<file path="src/rtl/rtc_cal_pkg.sv">
package rtc_cal_pkg;

   localparam int TIME_BUSY_BIT = 8;
   localparam int DATE_BUSY_BIT = 7;
   localparam int OFS_STATUS    = 'h0;
   localparam int OFS_DATE      = 'h4;
   localparam int OFS_TIME      = 'h8;

   typedef struct packed {
      logic [4:0] hour;
      logic [5:0] min;
      logic [5:0] sec;
   } tod_t;

   // last day of a month; February follows the supplied leap marker
   function automatic logic [4:0] month_last(input logic [3:0] mon, input logic leap);
      case (mon)
         4'd2:                     return leap ? 5'd29 : 5'd28;
         4'd4, 4'd6, 4'd9, 4'd11:  return 5'd30;
         default:                  return 5'd31;
      endcase
   endfunction

endpackage

</file>
<file path="src/rtl/rtc_commit_slot.sv">
module rtc_commit_slot #(
   parameter int W = 17
) (
   input  logic         clk,
   input  logic         rst_n,
   input  logic         wr,
   input  logic [W-1:0] wdata,
   input  logic         tick,
   output logic         busy,
   output logic         commit,
   output logic [W-1:0] staged
);
   // a write in a pulse cycle waits for the following pulse
   assign commit = tick && busy && !wr;

   always_ff @(posedge clk) begin
      if (!rst_n) begin
         busy   <= 1'b0;
         staged <= '0;
      end else if (wr) begin
         busy   <= 1'b1;
         staged <= wdata;
      end else if (commit) begin
         busy   <= 1'b0;
      end
   end


   busy_set_by_write_chk: assert property (@(posedge clk) disable iff (!rst_n)
      $rose(busy) |-> $past(wr));

   busy_clear_on_tick_chk: assert property (@(posedge clk) disable iff (!rst_n)
      $fell(busy) |-> $past(tick));

   write_holds_busy_chk: assert property (@(posedge clk) disable iff (!rst_n)
      wr |=> busy);

endmodule

</file>
<file path="src/rtl/rtc_tod_cnt.sv">
module rtc_tod_cnt
   import rtc_cal_pkg::*;
(
   input  logic clk,
   input  logic rst_n,
   input  logic tick,
   input  logic load,
   input  tod_t load_val,
   output tod_t tod,
   output logic day_carry
);
   logic sec_wrap, min_wrap, hour_wrap;

   assign sec_wrap  = tod.sec  >= 6'd59;
   assign min_wrap  = tod.min  >= 6'd59;
   assign hour_wrap = tod.hour >= 5'd23;
   // carry is taken from the value before any pending load
   assign day_carry = tick && sec_wrap && min_wrap && hour_wrap;

   always_ff @(posedge clk) begin
      if (!rst_n) begin
         tod <= '0;
      end else if (load) begin
         tod <= load_val;
      end else if (tick) begin
         if (!sec_wrap) begin
            tod.sec <= tod.sec + 6'd1;
         end else begin
            tod.sec <= '0;
            if (!min_wrap) begin
               tod.min <= tod.min + 6'd1;
            end else begin
               tod.min  <= '0;
               tod.hour <= hour_wrap ? 5'd0 : tod.hour + 5'd1;
            end
         end
      end
   end


   sec_wrap_chk: assert property (@(posedge clk) disable iff (!rst_n)
      tick && !load && sec_wrap |=> tod.sec == 6'd0);

   tod_hold_chk: assert property (@(posedge clk) disable iff (!rst_n)
      !tick && !load |=> $stable(tod));

endmodule

</file>
<file path="src/rtl/rtc_date_cnt.sv">
module rtc_date_cnt
   import rtc_cal_pkg::*;
#(
   parameter int YEAR_W = 6
) (
   input  logic              clk,
   input  logic              rst_n,
   input  logic              inc,
   input  logic              load,
   input  logic [4:0]        ld_day,
   input  logic [3:0]        ld_mon,
   input  logic [YEAR_W-1:0] ld_year,
   input  logic              ld_leap,
   output logic [4:0]        day,
   output logic [3:0]        mon,
   output logic [YEAR_W-1:0] year,
   output logic              leap
);
   logic [4:0] last_day;
   logic       end_of_month;

   assign last_day     = month_last(mon, leap);
   assign end_of_month = day >= last_day;

   always_ff @(posedge clk) begin
      if (!rst_n) begin
         day  <= '0;
         mon  <= '0;
         year <= '0;
         leap <= 1'b0;
      end else if (load) begin
         day  <= ld_day;
         mon  <= ld_mon;
         year <= ld_year;
         leap <= ld_leap;
      end else if (inc) begin
         if (!end_of_month) begin
            day <= day + 5'd1;
         end else begin
            day <= 5'd1;
            if (mon >= 4'd12) begin
               mon  <= 4'd1;
               year <= year + 1'b1;
            end else begin
               mon  <= mon + 4'd1;
            end
         end
      end
   end


   feb_common_end_chk: assert property (@(posedge clk) disable iff (!rst_n)
      inc && !load && mon == 4'd2 && day == 5'd28 && !leap |=> day == 5'd1 && mon == 4'd3);

   year_wrap_chk: assert property (@(posedge clk) disable iff (!rst_n)
      inc && !load && mon == 4'd12 && end_of_month |=>
         mon == 4'd1 && year == YEAR_W'($past(year) + 1'b1) && leap == $past(leap));

   date_hold_chk: assert property (@(posedge clk) disable iff (!rst_n)
      !inc && !load |=> $stable({day, mon, year, leap}));

endmodule

</file>
<file path="src/rtl/rtc_cal_core.sv">
module rtc_cal_core
   import rtc_cal_pkg::*;
#(
   parameter int YEAR_W = 6,
   parameter int ADDR_W = 4
) (
   input  logic              clk,
   input  logic              rst_n,
   input  logic              tick,
   input  logic              bus_wr,
   input  logic [ADDR_W-1:0] bus_addr,
   input  logic [31:0]       bus_wdata,
   output logic [31:0]       bus_rdata
);
   localparam int LEAP_BIT = 16 + YEAR_W;
   localparam int DATE_W   = 5 + 4 + YEAR_W + 1;
   localparam int TIME_W   = $bits(tod_t);
   localparam logic [31:0] USED_MASK =
      32'h001F_3F3F | 32'h0000_0F1F | ((32'h1 << (YEAR_W + 1)) - 32'h1) << 16;

   generate
      if (YEAR_W < 1 || YEAR_W > 9) begin : g_bad_year_w
         $error("YEAR_W must be 1..9 so the leap marker stays in the word");
      end
      if (ADDR_W < 4) begin : g_bad_addr_w
         $error("ADDR_W must reach the time word offset");
      end
   endgenerate

   logic              sel_time, sel_date;
   logic              busy_t, busy_d, commit_t, commit_d;
   logic [TIME_W-1:0] stg_t;
   logic [DATE_W-1:0] stg_d;
   tod_t              tod;
   logic              day_carry;
   logic [4:0]        d_day;
   logic [3:0]        d_mon;
   logic [YEAR_W-1:0] d_year;
   logic              d_leap;
   logic              unused_wdata;

   assign sel_time = bus_wr && (bus_addr == ADDR_W'(OFS_TIME));
   assign sel_date = bus_wr && (bus_addr == ADDR_W'(OFS_DATE));
   assign unused_wdata = ^(bus_wdata & ~USED_MASK);

   rtc_commit_slot #(.W(TIME_W)) u_slot_time (
      .clk(clk), .rst_n(rst_n), .wr(sel_time),
      .wdata({bus_wdata[20:16], bus_wdata[13:8], bus_wdata[5:0]}),
      .tick(tick), .busy(busy_t), .commit(commit_t), .staged(stg_t));

   rtc_commit_slot #(.W(DATE_W)) u_slot_date (
      .clk(clk), .rst_n(rst_n), .wr(sel_date),
      .wdata({bus_wdata[LEAP_BIT], bus_wdata[16 +: YEAR_W], bus_wdata[11:8], bus_wdata[4:0]}),
      .tick(tick), .busy(busy_d), .commit(commit_d), .staged(stg_d));

   rtc_tod_cnt u_tod (
      .clk(clk), .rst_n(rst_n), .tick(tick), .load(commit_t),
      .load_val(tod_t'(stg_t)), .tod(tod), .day_carry(day_carry));

   rtc_date_cnt #(.YEAR_W(YEAR_W)) u_date (
      .clk(clk), .rst_n(rst_n), .inc(day_carry), .load(commit_d),
      .ld_day(stg_d[4:0]), .ld_mon(stg_d[8:5]),
      .ld_year(stg_d[9 +: YEAR_W]), .ld_leap(stg_d[DATE_W-1]),
      .day(d_day), .mon(d_mon), .year(d_year), .leap(d_leap));

   always_comb begin
      bus_rdata = '0;
      if (bus_addr == ADDR_W'(OFS_STATUS)) begin
         bus_rdata[TIME_BUSY_BIT] = busy_t;
         bus_rdata[DATE_BUSY_BIT] = busy_d;
      end else if (bus_addr == ADDR_W'(OFS_DATE)) begin
         bus_rdata[4:0]            = d_day;
         bus_rdata[11:8]           = d_mon;
         bus_rdata[16 +: YEAR_W]   = d_year;
         bus_rdata[LEAP_BIT]       = d_leap;
      end else if (bus_addr == ADDR_W'(OFS_TIME)) begin
         bus_rdata[5:0]            = tod.sec;
         bus_rdata[13:8]           = tod.min;
         bus_rdata[20:16]          = tod.hour;
      end
   end


   carry_during_time_commit_chk: assert property (@(posedge clk) disable iff (!rst_n)
      day_carry && commit_t && !commit_d && d_mon == 4'd1 && d_day == 5'd1 |=> d_day == 5'd2);

   time_commit_visible_chk: assert property (@(posedge clk) disable iff (!rst_n)
      commit_t |=> !busy_t && tod == tod_t'($past(stg_t)));

endmodule

</file>
<file path="config.mk">
export PLATFORM = sky130hd
export DESIGN_NAME = rtc_cal_core
export DESIGN_NICKNAME = d
export VERILOG_FILES = /design/src/rtl/rtc_cal_pkg.sv /design/src/rtl/rtc_commit_slot.sv /design/src/rtl/rtc_tod_cnt.sv /design/src/rtl/rtc_date_cnt.sv /design/src/rtl/rtc_cal_core.sv
export SDC_FILE = /design/constraint.sdc
export NUM_CORES = 1
export LEC_CHECK = 0
export BUFFER_PORTS_ARGS = -buffer_cell sky130_fd_sc_hd__buf_2
export CORE_ASPECT_RATIO = 1.4
export CORE_MARGIN = 2
export CORE_UTILIZATION = 53
export CTS_CLUSTER_SIZE = 12
export DETAILED_ROUTE_END_ITERATION = 8
export PLACE_DENSITY = 0.87
export SYNTH_ARGS = -nofsm -noshare
export SYNTH_HDL_FRONTEND = slang
export SYNTH_SLANG_ARGS = --single-unit
</file>
<file path="constraint.sdc">
create_clock -name clk -period 4.6 [get_ports clk]
set_input_delay 0.92 -clock clk [delete_from_list [all_inputs] [get_ports clk]]
set_output_delay 0.92 -clock clk [all_outputs]
set_load 0.05 [all_outputs]
</file>
## After elaboration in Yosys (flattened, before gate mapping)

Index checks and enable logic that the tools add are counted.

| operators by class | value |
|---|---|
| divide/modulo/power cells | 0 |
| reduce and logical (&&, ||, !) cells | 25 |
| bitwise operators | 0 |
| multiplexer cells | 38 |
| shifts and indexed selects | 0 |
| order comparisons | 5 |
| multiply operators | 0 |
| $add $sub $neg | 6 |
| equality and inequality tests | 7 |

Operators by type and width:

| cell | number |
|---|---|
| 6-bit two-way mux | 9 |
| 5-bit two-way mux | 9 |
| 17-bit two-way mux | 2 |
| 4-bit two-way mux | 5 |
| 6-bit by 1-bit adder with 6-bit output, second input constant | 3 |
| 2-bit nonzero test | 8 |
| 4-bit by 3-bit == test with 1-bit output, second input constant | 3 |
| 4-bit == test, second input constant | 3 |
| 6-bit greater-or-equal comparator, second input constant | 2 |
| 11-bit two-way mux | 1 |
| 5-bit by 1-bit adder with 5-bit output, second input constant | 2 |
| 5-bit case mux with 2 select lines | 1 |
| 1-bit logical AND | 9 |
| 1-bit two-way mux | 8 |
| 7-bit two-way mux | 1 |
| 3-bit AND reduction | 2 |
| 5-bit greater-or-equal comparator | 1 |
| 5-bit greater-or-equal comparator, second input constant | 1 |
| 4-bit by 1-bit adder with 4-bit output, second input constant | 1 |
| 4-bit by 2-bit == test with 1-bit output, second input constant | 1 |
| 4-bit greater-or-equal comparator, second input constant | 1 |
| 4-bit zero test | 1 |
| 2-bit two-way mux | 2 |
| 2-bit AND reduction | 2 |
| other kinds (2) | 3 |

| word-level totals | value |
|---|---|
| ROM bits | 0 |
| bits in latches | 0 |
| flip-flop bits (word level) | 68 |
| RAM bits | 0 |
| memories kept | 0 |
| output and inout bits | 32 |

## Depth between registers and ports, before layout

Gate-level depths: netlist (run 1).

| depth | value |
|---|---|
| depth after elaboration | 7 |
| mapped depth | 12 |
| gate-level depth less buffers | 11 |

## By module

A second synthesis (run 1) with hierarchy kept.

| unflattened totals | value |
|---|---|
| cells, all modules | 438 |
| area total of the unflattened synthesis | 3851.2 µm² |

Modules (own cells, without submodules):

| module | cells an instance | area each (µm²) | sequential area each (µm²) | times used |
|---|---|---|---|---|
| rtc_tod_cnt | 134 | 1074.8 | 340.3 | 1 |
| rtc_date_cnt | 132 | 1026.0 | 320.3 | 1 |
| rtc_commit_slot (u_slot_time) | 59 | 693.2 | 360.3 | 1 |
| rtc_commit_slot (u_slot_date) | 56 | 656.9 | 340.3 | 1 |
| rtc_cal_core | 57 | 400.4 | 0.0 | 1 |

## Least setup slack after synthesis (run 1)

Ideal clock, no wire load.

| path | value |
|---|---|
| path kind | input-to-output |
| start point | input port bus_addr[1] |
| end point | output port bus_rdata[7] |
| slack | 0.709 ns |
| cell stages on the path | 3 |
| path buffers | 1 |
| arrival time | 2.971 ns |
| cell sequence | or2_2 -> clkbuf_1 -> nor4b_1 |

| on the way | value |
|---|---|
| cells in the longest elaborated chain, start to end | 2 |

RTL lines:

| what | RTL line | source |
|---|---|---|
| start, declared | rtc_cal_core.sv:11 | `input logic [ADDR_W-1:0] bus_addr,` |
| 4-bit zero test | rtc_cal_core.sv:68 | `if (bus_addr == ADDR_W'(OFS_STATUS)) begin` |
| 1-bit two-way mux | rtc_cal_core.sv:68 |  |
| end, declared | rtc_cal_core.sv:13 | `output logic [31:0] bus_rdata` |

Every way passes these cells.

## Worst setup path in the final report (run 1)

| path | value |
|---|---|
| start point | input port bus_addr[3] |
| end point | output port bus_rdata[4] |

| on the way | value |
|---|---|
| cells in the longest elaborated chain, start to end | 4 |
| elaborated cells between the ends (all ways) | 6 |
| those cells by class | eq/ne (2); mux (3); reduce/logical (1) |

RTL lines:

| what | RTL line | source |
|---|---|---|
| 4-bit == test | rtc_cal_core.sv:76 | `end else if (bus_addr == ADDR_W'(OFS_TIME)) begin` |
| 6-bit two-way mux | rtc_cal_core.sv:76 |  |
| 5-bit two-way mux | rtc_cal_core.sv:71 | `end else if (bus_addr == ADDR_W'(OFS_DATE)) begin` |
| 6-bit two-way mux * | rtc_cal_core.sv:68 |  |

Mark *: on every way between the ends. The rest lies on a longest branch, timed or not.

==> results of run 1 <==
==> report_power, final <==
group | switching (uW) | internal [uW] | leakage [uW]
sequential | 7.21 | 595 | 0.000549
clock | 232 | 317 | 0.000113
combinational | 68.3 | 21.4 | 0.000802
total | 308 | 934 | 0.00146
==> worst reg2reg max path, stage by stage, from the launching register on <==
cell and delay, ps:
dfxtp_1 480, inv_1 120, ha_1 220, o21ai_0 140
o21ai_0 90, o21ai_0 150, ha_1 250, nand2b_1 140
a21oi_1 260, o21a_1 420, a2111oi_0 140, a211oi_1 250
==> state kept, by name (all words and copies together) (netlist names) <==
register	count
u_slot_time.staged	17
u_slot_date.busy	1
u_date.mon	4
u_date.leap	1
u_slot_time.busy	1
u_date.day	5
u_slot_date.staged	16
u_tod.tod	17
u_date.year	6
==> cell families after synthesis <==
group	Yosys count
simple gates	197
compound gates	149
other cells	1
mux	2
buf+inv	53
xor+xnor	7
fa+ha+maj	11
flops	68
==> layer usage <==
| layer | routed length (um) | part of all wire (%) | global-route usage [%] |
|---|---|---|---|
| met1 | 4090 | 40 | 33.8 |
| met2 | 5130 | 50 | 44.1 |
| met3 | 762 | 7.4 | 5.23 |
| met4 | 344 | 3.3 | 15.1 |
| met5 | 0 | 0 | 0 |
==> area by class of cell <==
class | instances | share of cell area (%)
well taps | 95 | 2.89
inverters | 7 | 0.639
repair buffers | 47 | 5.78
flip-flops and latches | 68 | 33.1
clock buffers | 11 | 3.44
clock inverters | 5 | 1.83
multi-input cells | 378 | 52.3
==> per-stage QoR <==
| stage | std cells | util [%] | hold slack [ps] | area [um2] | worst slack [ps] |
|---|---|---|---|---|---|
| 2_1_floorplan | 499 | - | 432 | 3770 | 709 |
| 3_3_place_gp | 595 | 56.5 | 442 | 3900 | 1290 |
| 3_5_place_dp | 595 | 56.5 | 450 | 3900 | 1220 |
| 4_1_cts | 611 | 59.7 | 459 | 4110 | 1240 |
| 5_1_grt | 611 | 59.7 | 478 | 4110 | 1010 |
| 6_report | 611 | 59.7 | 455 | 4110 | 1200 |
==> cells in the mapped netlist, types with 3 or more instances <==
cell / number / area share [%]
dfxtp_1: 68 / 36
nor2_1: 27 / 2.7
a21oi_1: 58 / 7.8
nor3_1: 5 / 0.67
o41ai_1: 3 / 0.70
a211oi_1: 4 / 0.80
o21ai_0: 17 / 2.3
nand2b_1: 3 / 0.50
o21ai_1: 4 / 0.54
buf_2: 6 / 0.80
clkbuf_1: 26 / 2.6
nor4_1: 4 / 0.67
a31oi_1: 6 / 1.0
nand3_1: 27 / 3.6
a32oi_1: 3 / 0.70
nor2b_1: 3 / 0.50
nand2_1: 96 / 9.7
inv_1: 6 / 0.60
ha_1: 11 / 3.7
a211o_1: 3 / 0.70
and2_1: 8 / 1.3
nand3b_1: 3 / 0.60
and3_1: 8 / 1.3
xor2_1: 3 / 0.70
xnor2_1: 4 / 0.94
a22oi_1: 20 / 4.0
o22ai_1: 4 / 0.67
buf_4: 12 / 2.4
==> path summary, 6_finish.rpt <==
path	start	end	slack, ps	cells past startpoint
min	u_slot_time.staged[16]$_SDFFE_PN0P_	u_slot_time.staged[16]$_SDFFE_PN0P_	460	2
max	bus_addr[3]	bus_rdata[4]	1200	5
min reg2reg	u_slot_time.staged[16]$_SDFFE_PN0P_	u_slot_time.staged[16]$_SDFFE_PN0P_	460	2
max reg2reg	u_date.mon[0]$_SDFFE_PN0P_	u_date.mon[1]$_SDFFE_PN0P_	1840	11
==> results.sh, run 1 <==
export IMPL_overflow=0
export IMPL_cts_resized_gates=0
export IMPL_synth_distinct_cells=63
export IMPL_crit_type="in -> out"
export IMPL_num_rows=36
export IMPL_numCtsBuffers=9
export IMPL_io_pins=72
export IMPL_fin_crit_ps=3400
export IMPL_antenna_cells=0
export IMPL_cts_buffer_depth=2
export IMPL_final_cell_mix="96 x nand2_1, 68 x dfxtp_1, 58 x a21oi_1"
export IMPL_die_x_um=74.9
export IMPL_gp_congestion=0.933
export IMPL_antenna_found_initial=0
export IMPL_port_buffers=46
export IMPL_finalSetupViolCount=0
export IMPL_cp_end_kind="primary output"
export IMPL_cap_violations=0
export IMPL_grt_pass1_vias=3393
export IMPL_syn_inst=488
export IMPL_multi_input_area_um2=2150
export IMPL_ys_ff_latch=68
export IMPL_setup_tns_final_ps=0
export IMPL_chipHeight_um=103
export IMPL_ys_seq_area_share_pct=36.5
export IMPL_cp_max_fo=13
export IMPL_drc=0
export IMPL_synthMuxAreaShare_pct=0.537
export IMPL_wirelength_um=10300
export IMPL_vias_per_cell=6.19
export IMPL_worstMarginPinSlew_ps=1150
export IMPL_critPathSlowestCell="nor2b_1"
export IMPL_worstPathArrival_ps=2480
export IMPL_crit_path_max_incr_delay_ps=730
export IMPL_clock_latency_ps=360
export IMPL_nets=562
export IMPL_grt_first_pass_wirelength_um=16100
export IMPL_slew_viol_final=0
export IMPL_start_util_pct=54.1
export IMPL_crit_buf_inv=2
export IMPL_synth_compound_area_share_pct=25.8
export IMPL_synth_edf_count=0
export IMPL_clk_pin_slew_ps=70
export IMPL_crit_top_cell="buf_2"
export IMPL_crit_required_ps=3680
export IMPL_dr_pass1_iters=5
export IMPL_clock_sinks=68
export IMPL_peakVddDrop_uv=221
export IMPL_cts_setup_buffers=0
export IMPL_synth_top_family_by_area="compound AO/OA/AOI/OAI gates"
export IMPL_htree_num_levels=3
export IMPL_hold_viol_final=0
export IMPL_final_layout_size_suffix_gt1_share_pct=14.1
export IMPL_hpwlAfterDp_um=7170
export IMPL_slew_headroom_pct=23.1
export IMPL_synthAdderAreaFrac_pct=3.69
export IMPL_yosysWarnings=0
export IMPL_regArea_um2=1360
export IMPL_drt_iter0_markers=459
export IMPL_grtUsageTotal_pct=27.3
export IMPL_synthSimpleGateAreaFrac_pct=24.8
export IMPL_cts_hold_buffers=0
export IMPL_powerDensity_nw_per_um2=302
export IMPL_worstSetupStartpointType="input pin"
export IMPL_layout_commonest_cell="nand2_1"
export IMPL_rsz0062_at_grt="no"
export IMPL_wire_per_inst_um=16.9
export IMPL_path_cells="buf_2 > nor2b_1 > a22oi_1 > nor2_1 > buf_2"
export IMPL_min_path_type="reg -> reg"
export IMPL_postSynthAreaPerCell_um2=7.65
export IMPL_dieArea_um2=7740
export IMPL_detailroute_via_count=3784
export IMPL_status="completed"
export IMPL_synthArstFlopShare_pct=0
export IMPL_cts_tree="built"
export IMPL_postRouteAntennaNets=0
export IMPL_fmax_mhz=294
export IMPL_synth_area_um2=3730
export IMPL_synth_xor_area_share_pct=1.64
export IMPL_totalPowerFinal_uw=1240
export IMPL_core_um2=6890
export IMPL_cts_root_buf="clkbuf_8"
export IMPL_finClkSkew_ps=9.20
export IMPL_post_route_period_util_pct=73.8
export IMPL_grt_max_degree=55
export IMPL_ys_dominant_reg_cell="dfxtp_1"
export IMPL_syn2layout_area_growth_pct=10.2
export IMPL_path_delay_family="simple AND/OR/NAND/NOR gates"
export IMPL_nFillCells=630
export IMPL_p_leak_uw=0.00146
No activity file was read; power rests on OpenSTA's default activity.
==> inputs of run 2 (changes only) <==
- ABC_AREA: not set -> 1
- clock period: 4.6 -> 3.2 ns (I/O delays scaled with it)
==> results.sh, run 2 <==
export IMPL_status="completed"
export IMPL_cts_buffer_depth=2
export IMPL_dieArea_um2=7880
export IMPL_post_route_period_util_pct=86.4
export IMPL_syn2layout_area_growth_pct=11.3
export IMPL_regArea_um2=1360
export IMPL_clock_sinks=68
export IMPL_htree_num_levels=3
export IMPL_final_util_pct=61.0
export IMPL_slew_headroom_pct=50.0
export IMPL_cap_violations=0
export IMPL_dr_pass1_iters=5
export IMPL_switchingPower_uw=437
export IMPL_port_buffers=46
export IMPL_cts_hold_buffers=0
export IMPL_nFillCells=607
export IMPL_netlist_area_leader_share_pct=35.8
export IMPL_cts_setup_buffers=0
export IMPL_clock_latency_ps=360
export IMPL_worstMarginPinSlew_ps=749
export IMPL_cp_max_fo=10
export IMPL_hold_viol_final=0
export IMPL_grt_max_degree=46
export IMPL_drt_iter0_markers=326
export IMPL_critPathSlowestCell="nor2_2"
export IMPL_ys_seq_area_share_pct=35.8
export IMPL_gp_congestion=0.977
export IMPL_grt_first_pass_wirelength_um=14900
export IMPL_numCtsBuffers=9
export IMPL_fin_ws_ps=436
export IMPL_layout_commonest_cell="nand2_1"
export IMPL_finalSetupViolCount=0
export IMPL_slew_viol_final=0
export IMPL_crit_type="in -> out"
export IMPL_wirelength_um=9120
export IMPL_whs_ps=447
export IMPL_ys_ff_latch=68
export IMPL_setup_tns_final_ps=0
export IMPL_synth_area_leader_cell="dfxtp_1"
export IMPL_crit_buf_inv=4
export IMPL_antenna_cells=0
export IMPL_wire_per_inst_um=13.5
export IMPL_worstSetupStartpointType="input pin"
export IMPL_hpwlAfterDp_um=6550
export IMPL_antenna_found_initial=0
export IMPL_postRouteAntennaNets=0
export IMPL_post_place_ws_ps=469
export IMPL_dp_cells=661
export IMPL_final_layout_size_suffix_gt1_share_pct=16.0
export IMPL_r2r_slack_ps=720
export IMPL_drc=0
export IMPL_overflow=0
export IMPL_reg_top3="u_slot_time.staged: 17 flops, u_tod.tod: 17 flops, u_slot_date.staged: 16 flops"
export IMPL_vias_per_cell=5.35
export IMPL_finClkSkew_ps=10.2
export IMPL_path_delay_family="buffers and inverters"
export IMPL_peakVddDrop_uv=394
export IMPL_core_um2=6940
export IMPL_grt_pass1_vias=3345
export IMPL_io_pins=72
export IMPL_synth_area_um2=3800
export IMPL_cts_root_buf="clkbuf_8"
export IMPL_fin_crit_ps=2760
export IMPL_chipHeight_um=104
export IMPL_path_cells="buf_2 > inv_1 > nand2_1 > nor2_2 > inv_1 > o22ai_1 > buf_2"
export IMPL_powerDensity_nw_per_um2=423
export IMPL_synth_distinct_cells=37
export IMPL_yosysWarnings=0
export IMPL_synth_common_cells="95 x nand2_1, 69 x inv_1, 68 x dfxtp_1"
export IMPL_die_x_um=75.6
export IMPL_worstPathArrival_ps=2120
export IMPL_detailroute_via_count=3620
export IMPL_fin_cells=677
export IMPL_synthArstFlopShare_pct=0
export IMPL_multi_input_area_um2=1990
export IMPL_start_util_pct=54.8
export IMPL_clockPowerShare_pct=43.7
export IMPL_p_leak_uw=0.00192
export IMPL_grtUsageTotal_pct=24.5
export IMPL_crit_required_ps=2560
export IMPL_crit_path_max_incr_delay_ps=370
export IMPL_syn_inst=540
export IMPL_fmax_mhz=362
export IMPL_rsz0062_at_grt="no"
export IMPL_synth_most_common_cell="nand2_1"
export IMPL_clk_pin_slew_ps=70
export IMPL_cp_end_kind="primary output"
export IMPL_cts_tree="built"
export IMPL_sequentialPowerShare_pct=48.7
export IMPL_power_frac_comb_pct=7.6
export IMPL_num_rows=36
export IMPL_postSynthAreaPerCell_um2=7.04
export IMPL_ys_dominant_reg_cell="dfxtp_1"
export IMPL_cts_resized_gates=0
export IMPL_nets=628
export IMPL_ys_top_cells_by_area="dfxtp_1 36%, nand2_1 9.4%, o21ai_0 8.0%, inv_1 6.8%, a21oi_1 6.7%"
export IMPL_synth_edf_count=0
export IMPL_p_sw_share_pct=24.4
export IMPL_internal_power_uw=1350
export IMPL_final_cell_mix="95 x nand2_1, 69 x inv_1, 68 x dfxtp_1"
export IMPL_min_path_type="reg -> reg"
## run 2: changes by cell type after synthesis, sizes merged, moves of 5 or more
cell    delta
nand4      +7
a31oi      -5
nand3      +7
xor2       +7
inv       +65
a22oi     -20
nand2     +11
and3       -7
o21ai     +43
a21oi      -7
nor2      +24
clkbuf    -11
and2       -8
## run 2: kinds of logic (layout without fill, tap and decap cells)
logic type / Yosys count / after routing / synth area share [%]
AO/OA/AOI/OAI: 133 / 133 / 18.6
XOR/XNOR: 13 / 13 / 3.00
adder cells (fa/ha/maj): 11 / 11 / 3.62
buffers and inverters: 109 / 140 / 12.9
flip-flops: 68 / 68 / 35.8
other: 1 / 12 / 0.0987
AND/OR/NAND/NOR: 205 / 205 / 26.0
## run 2: layer usage
layer | up-vias | track usage (%) | part of all wire, %
met5 | - | 0 | 0
li1 | 1805 | - | -
met3 | 20 | 6.10 | 6.7
met4 | 0 | 9.52 | 2.3
met1 | 1666 | 30.5 | 42
met2 | 129 | 39.6 | 49
## run 2: final timing paths
check	start	end	cells after the start
setup / recovery	bus_addr[2]	bus_rdata[20]	7
hold / removal	u_slot_time.staged[5]$_SDFFE_PN0P_	u_slot_time.staged[5]$_SDFFE_PN0P_	2
setup reg to reg	u_date.mon[0]$_SDFFE_PN0P_	u_date.year[4]$_SDFFE_PN0P_	12
hold reg to reg	u_slot_time.staged[5]$_SDFFE_PN0P_	u_slot_time.staged[5]$_SDFFE_PN0P_	2
## run 2: power groups by stage
| stage | Clock, uW | Sequential, uW | Combinational (uW) |
|---|---|---|---|
| 5_1_grt | 819 | 872 | 150 |
| 3_5_place_dp | 0 | 890 | 134 |
| 2_1_floorplan | 0 | 887 | 108 |
| 3_3_place_gp | 0 | 889 | 132 |
| 4_1_cts | 789 | 870 | 135 |
| 6_report | 781 | 871 | 136 |
## run 2: area by class of cell
cell class / instances / share of cell area (%)
Clock buffer: 11 / 3.34
Inverter: 73 / 6.51
Multi-Input combinational cell: 374 / 47.1
Clock inverter: 5 / 1.77
Tap cell: 95 / 2.81
Timing Repair Buffer: 51 / 6.33
Sequential cell: 68 / 32.2
## run 2: worst min-delay path, delay by kind of cell, from the launching register on
kind | cells | cell delay (ps)
flip-flops | 1 | 300
AO/OA/AOI/OAI | 1 | 50
buffers and inverters | 1 | 50
## run 2: stage by stage
step | instance area, um2 | power [uW]
final | 4230 | 1790
after global routing | 4230 | 1840
after CTS | 4230 | 1790
after detailed placement | 4020 | 1020
after global placement | 4020 | 1020
after floorplan | 3840 | 995
==> inputs of run 3 (changes only) <==
- CORE_ASPECT_RATIO: 1.4 -> 2
- MAX_ROUTING_LAYER: not set -> met4
==> results.sh, run 3 (synthesized netlist as in run 2, its figures left out) <==
export IMPL_cap_violations=0
export IMPL_rsz0062_at_grt="no"
export IMPL_cp_end_kind="primary output"
export IMPL_clockPowerShare_pct=46.7
export IMPL_wl_met1_um=3550
export IMPL_wirelength_um=9390
export IMPL_detailroute_via_count=3643
export IMPL_antenna_cells=0
export IMPL_fin_area_um2=4270
export IMPL_drc=0
export IMPL_hold_viol_final=0
export IMPL_grt_first_pass_wirelength_um=15700
export IMPL_cp_max_fo=11
export IMPL_crit_type="in -> out"
export IMPL_postRouteAntennaNets=0
export IMPL_worstMarginPinSlew_ps=832
export IMPL_gp_congestion=1.03
export IMPL_dp_cells=656
export IMPL_finalSetupViolCount=0
export IMPL_fmax_mhz=392
export IMPL_wl_met2_um=4940
export IMPL_post_route_period_util_pct=79.7
export IMPL_min_path_type="reg -> reg"
export IMPL_wl_met3_um=558
export IMPL_p_leak_uw=0.00194
export IMPL_dr_pass1_iters=6
export IMPL_p_sw_share_pct=23.9
export IMPL_crit_required_ps=2560
export IMPL_io_pins=72
export IMPL_clock_sinks=68
export IMPL_power_frac_comb_pct=7.2
export IMPL_internal_power_uw=1440
export IMPL_overflow=0
export IMPL_peakVddDrop_uv=453
export IMPL_whs_ps=448
export IMPL_final_cell_mix="95 x nand2_1, 69 x inv_1, 68 x dfxtp_1"
export IMPL_clk_pin_slew_ps=50
export IMPL_slew_viol_final=0
export IMPL_post_dp_cell_area_um2=4010
export IMPL_antenna_found_initial=0
export IMPL_dieArea_um2=7910
export IMPL_reg2reg_depth=12
export IMPL_wire_per_inst_um=14.0
export IMPL_reg_top3="u_slot_time.staged: 17 flops, u_tod.tod: 17 flops, u_slot_date.staged: 16 flops"
export IMPL_nets=628
export IMPL_fin_crit_ps=2550
export IMPL_htree_num_levels=3
export IMPL_grt_pass1_vias=3552
export IMPL_cts_hold_buffers=0
export IMPL_finClkSkew_ps=5.97
export IMPL_clock_latency_ps=330
export IMPL_die_x_um=63.9
export IMPL_chipHeight_um=124
export IMPL_slew_headroom_pct=44.4
export IMPL_worstPathArrival_ps=1910
export IMPL_status="completed"
export IMPL_vias_per_cell=5.42
export IMPL_num_rows=43
export IMPL_hpwlAfterDp_um=6750
export IMPL_port_buffers=46
export IMPL_layout_commonest_cell="nand2_1"
export IMPL_cts_tree="built"
export IMPL_cts_buffer_depth=2
export IMPL_cts_root_buf="clkbuf_16"
export IMPL_sequentialPowerShare_pct=46.1
export IMPL_setup_tns_final_ps=0
export IMPL_cts_setup_buffers=0
export IMPL_fin_cells=672
export IMPL_top_layer_used="met4"
export IMPL_numCtsBuffers=9
export IMPL_grt_max_degree=46
export IMPL_start_util_pct=54.8
export IMPL_grtUsageTotal_pct=26.0
export IMPL_core_um2=6940
export IMPL_drt_iter0_markers=240
export IMPL_cts_resized_gates=0
export IMPL_final_layout_size_suffix_gt1_share_pct=15.5
export IMPL_switchingPower_uw=453
export IMPL_syn2layout_area_growth_pct=12.4
export IMPL_worstSetupStartpointType="input pin"
export IMPL_worst_hold_path_num_cells=2
export IMPL_powerDensity_nw_per_um2=443
## run 3: changes by cell type in the layout (fill, tap and decap cells not counted), sizes merged
cell / change
bufinv: -2
clkbuf: +3
clkinv: -1
## run 3: area by class of cell
class / count / area (um2)
fill: 630 / 2670
sequential: 68 / 1360
clock inverter: 2 / 10.0
timing repair buffer: 51 / 268
clock buffer: 14 / 254
tap: 90 / 113
inverter: 73 / 275
multi-input combinational: 374 / 1990
## run 3: path summary, 6_finish.rpt
kind | startpoint | end | slack, ps
max reg2reg | u_date.mon[0]$_SDFFE_PN0P_ | u_date.year[0]$_SDFFE_PN0P_ | 770
max | bus_addr[1] | bus_rdata[0] | 650
min reg2reg | u_slot_date.staged[2]$_SDFFE_PN0P_ | u_slot_date.staged[2]$_SDFFE_PN0P_ | 450
min | u_slot_date.staged[2]$_SDFFE_PN0P_ | u_slot_date.staged[2]$_SDFFE_PN0P_ | 450
## run 3: critical path, cell delays in order
cell and delay (ps):
buf_2 120, nor2_4 220, nand2_1 320, o22ai_1 300, buf_2 300
## run 3: layer usage
layer	up-vias	track usage [%]
met5	-	-
met4	0	15.2
met3	27	4.16
met2	149	45.7
met1	1657	26.9
li1	1810	-
## run 3: per-stage QoR
step | setup WS, ps | total power, uW | utilization (%)
floorplan | 364 | 995 | -
global placement | 663 | 1020 | 57.8
detailed placement | 646 | 1020 | 57.8
CTS | 642 | 1900 | 61.6
global route | 535 | 1940 | 61.6
finish | 651 | 1890 | 61.6
## run 3: power by group through the flow
stage / Clock (uW) / Sequential (uW) / Combinational, uW
after global placement: 0 / 889 / 133
after floorplan: 0 / 887 / 108
after detailed placement: 0 / 889 / 135
after CTS: 894 / 872 / 136
final: 884 / 872 / 137
after global routing: 921 / 873 / 150
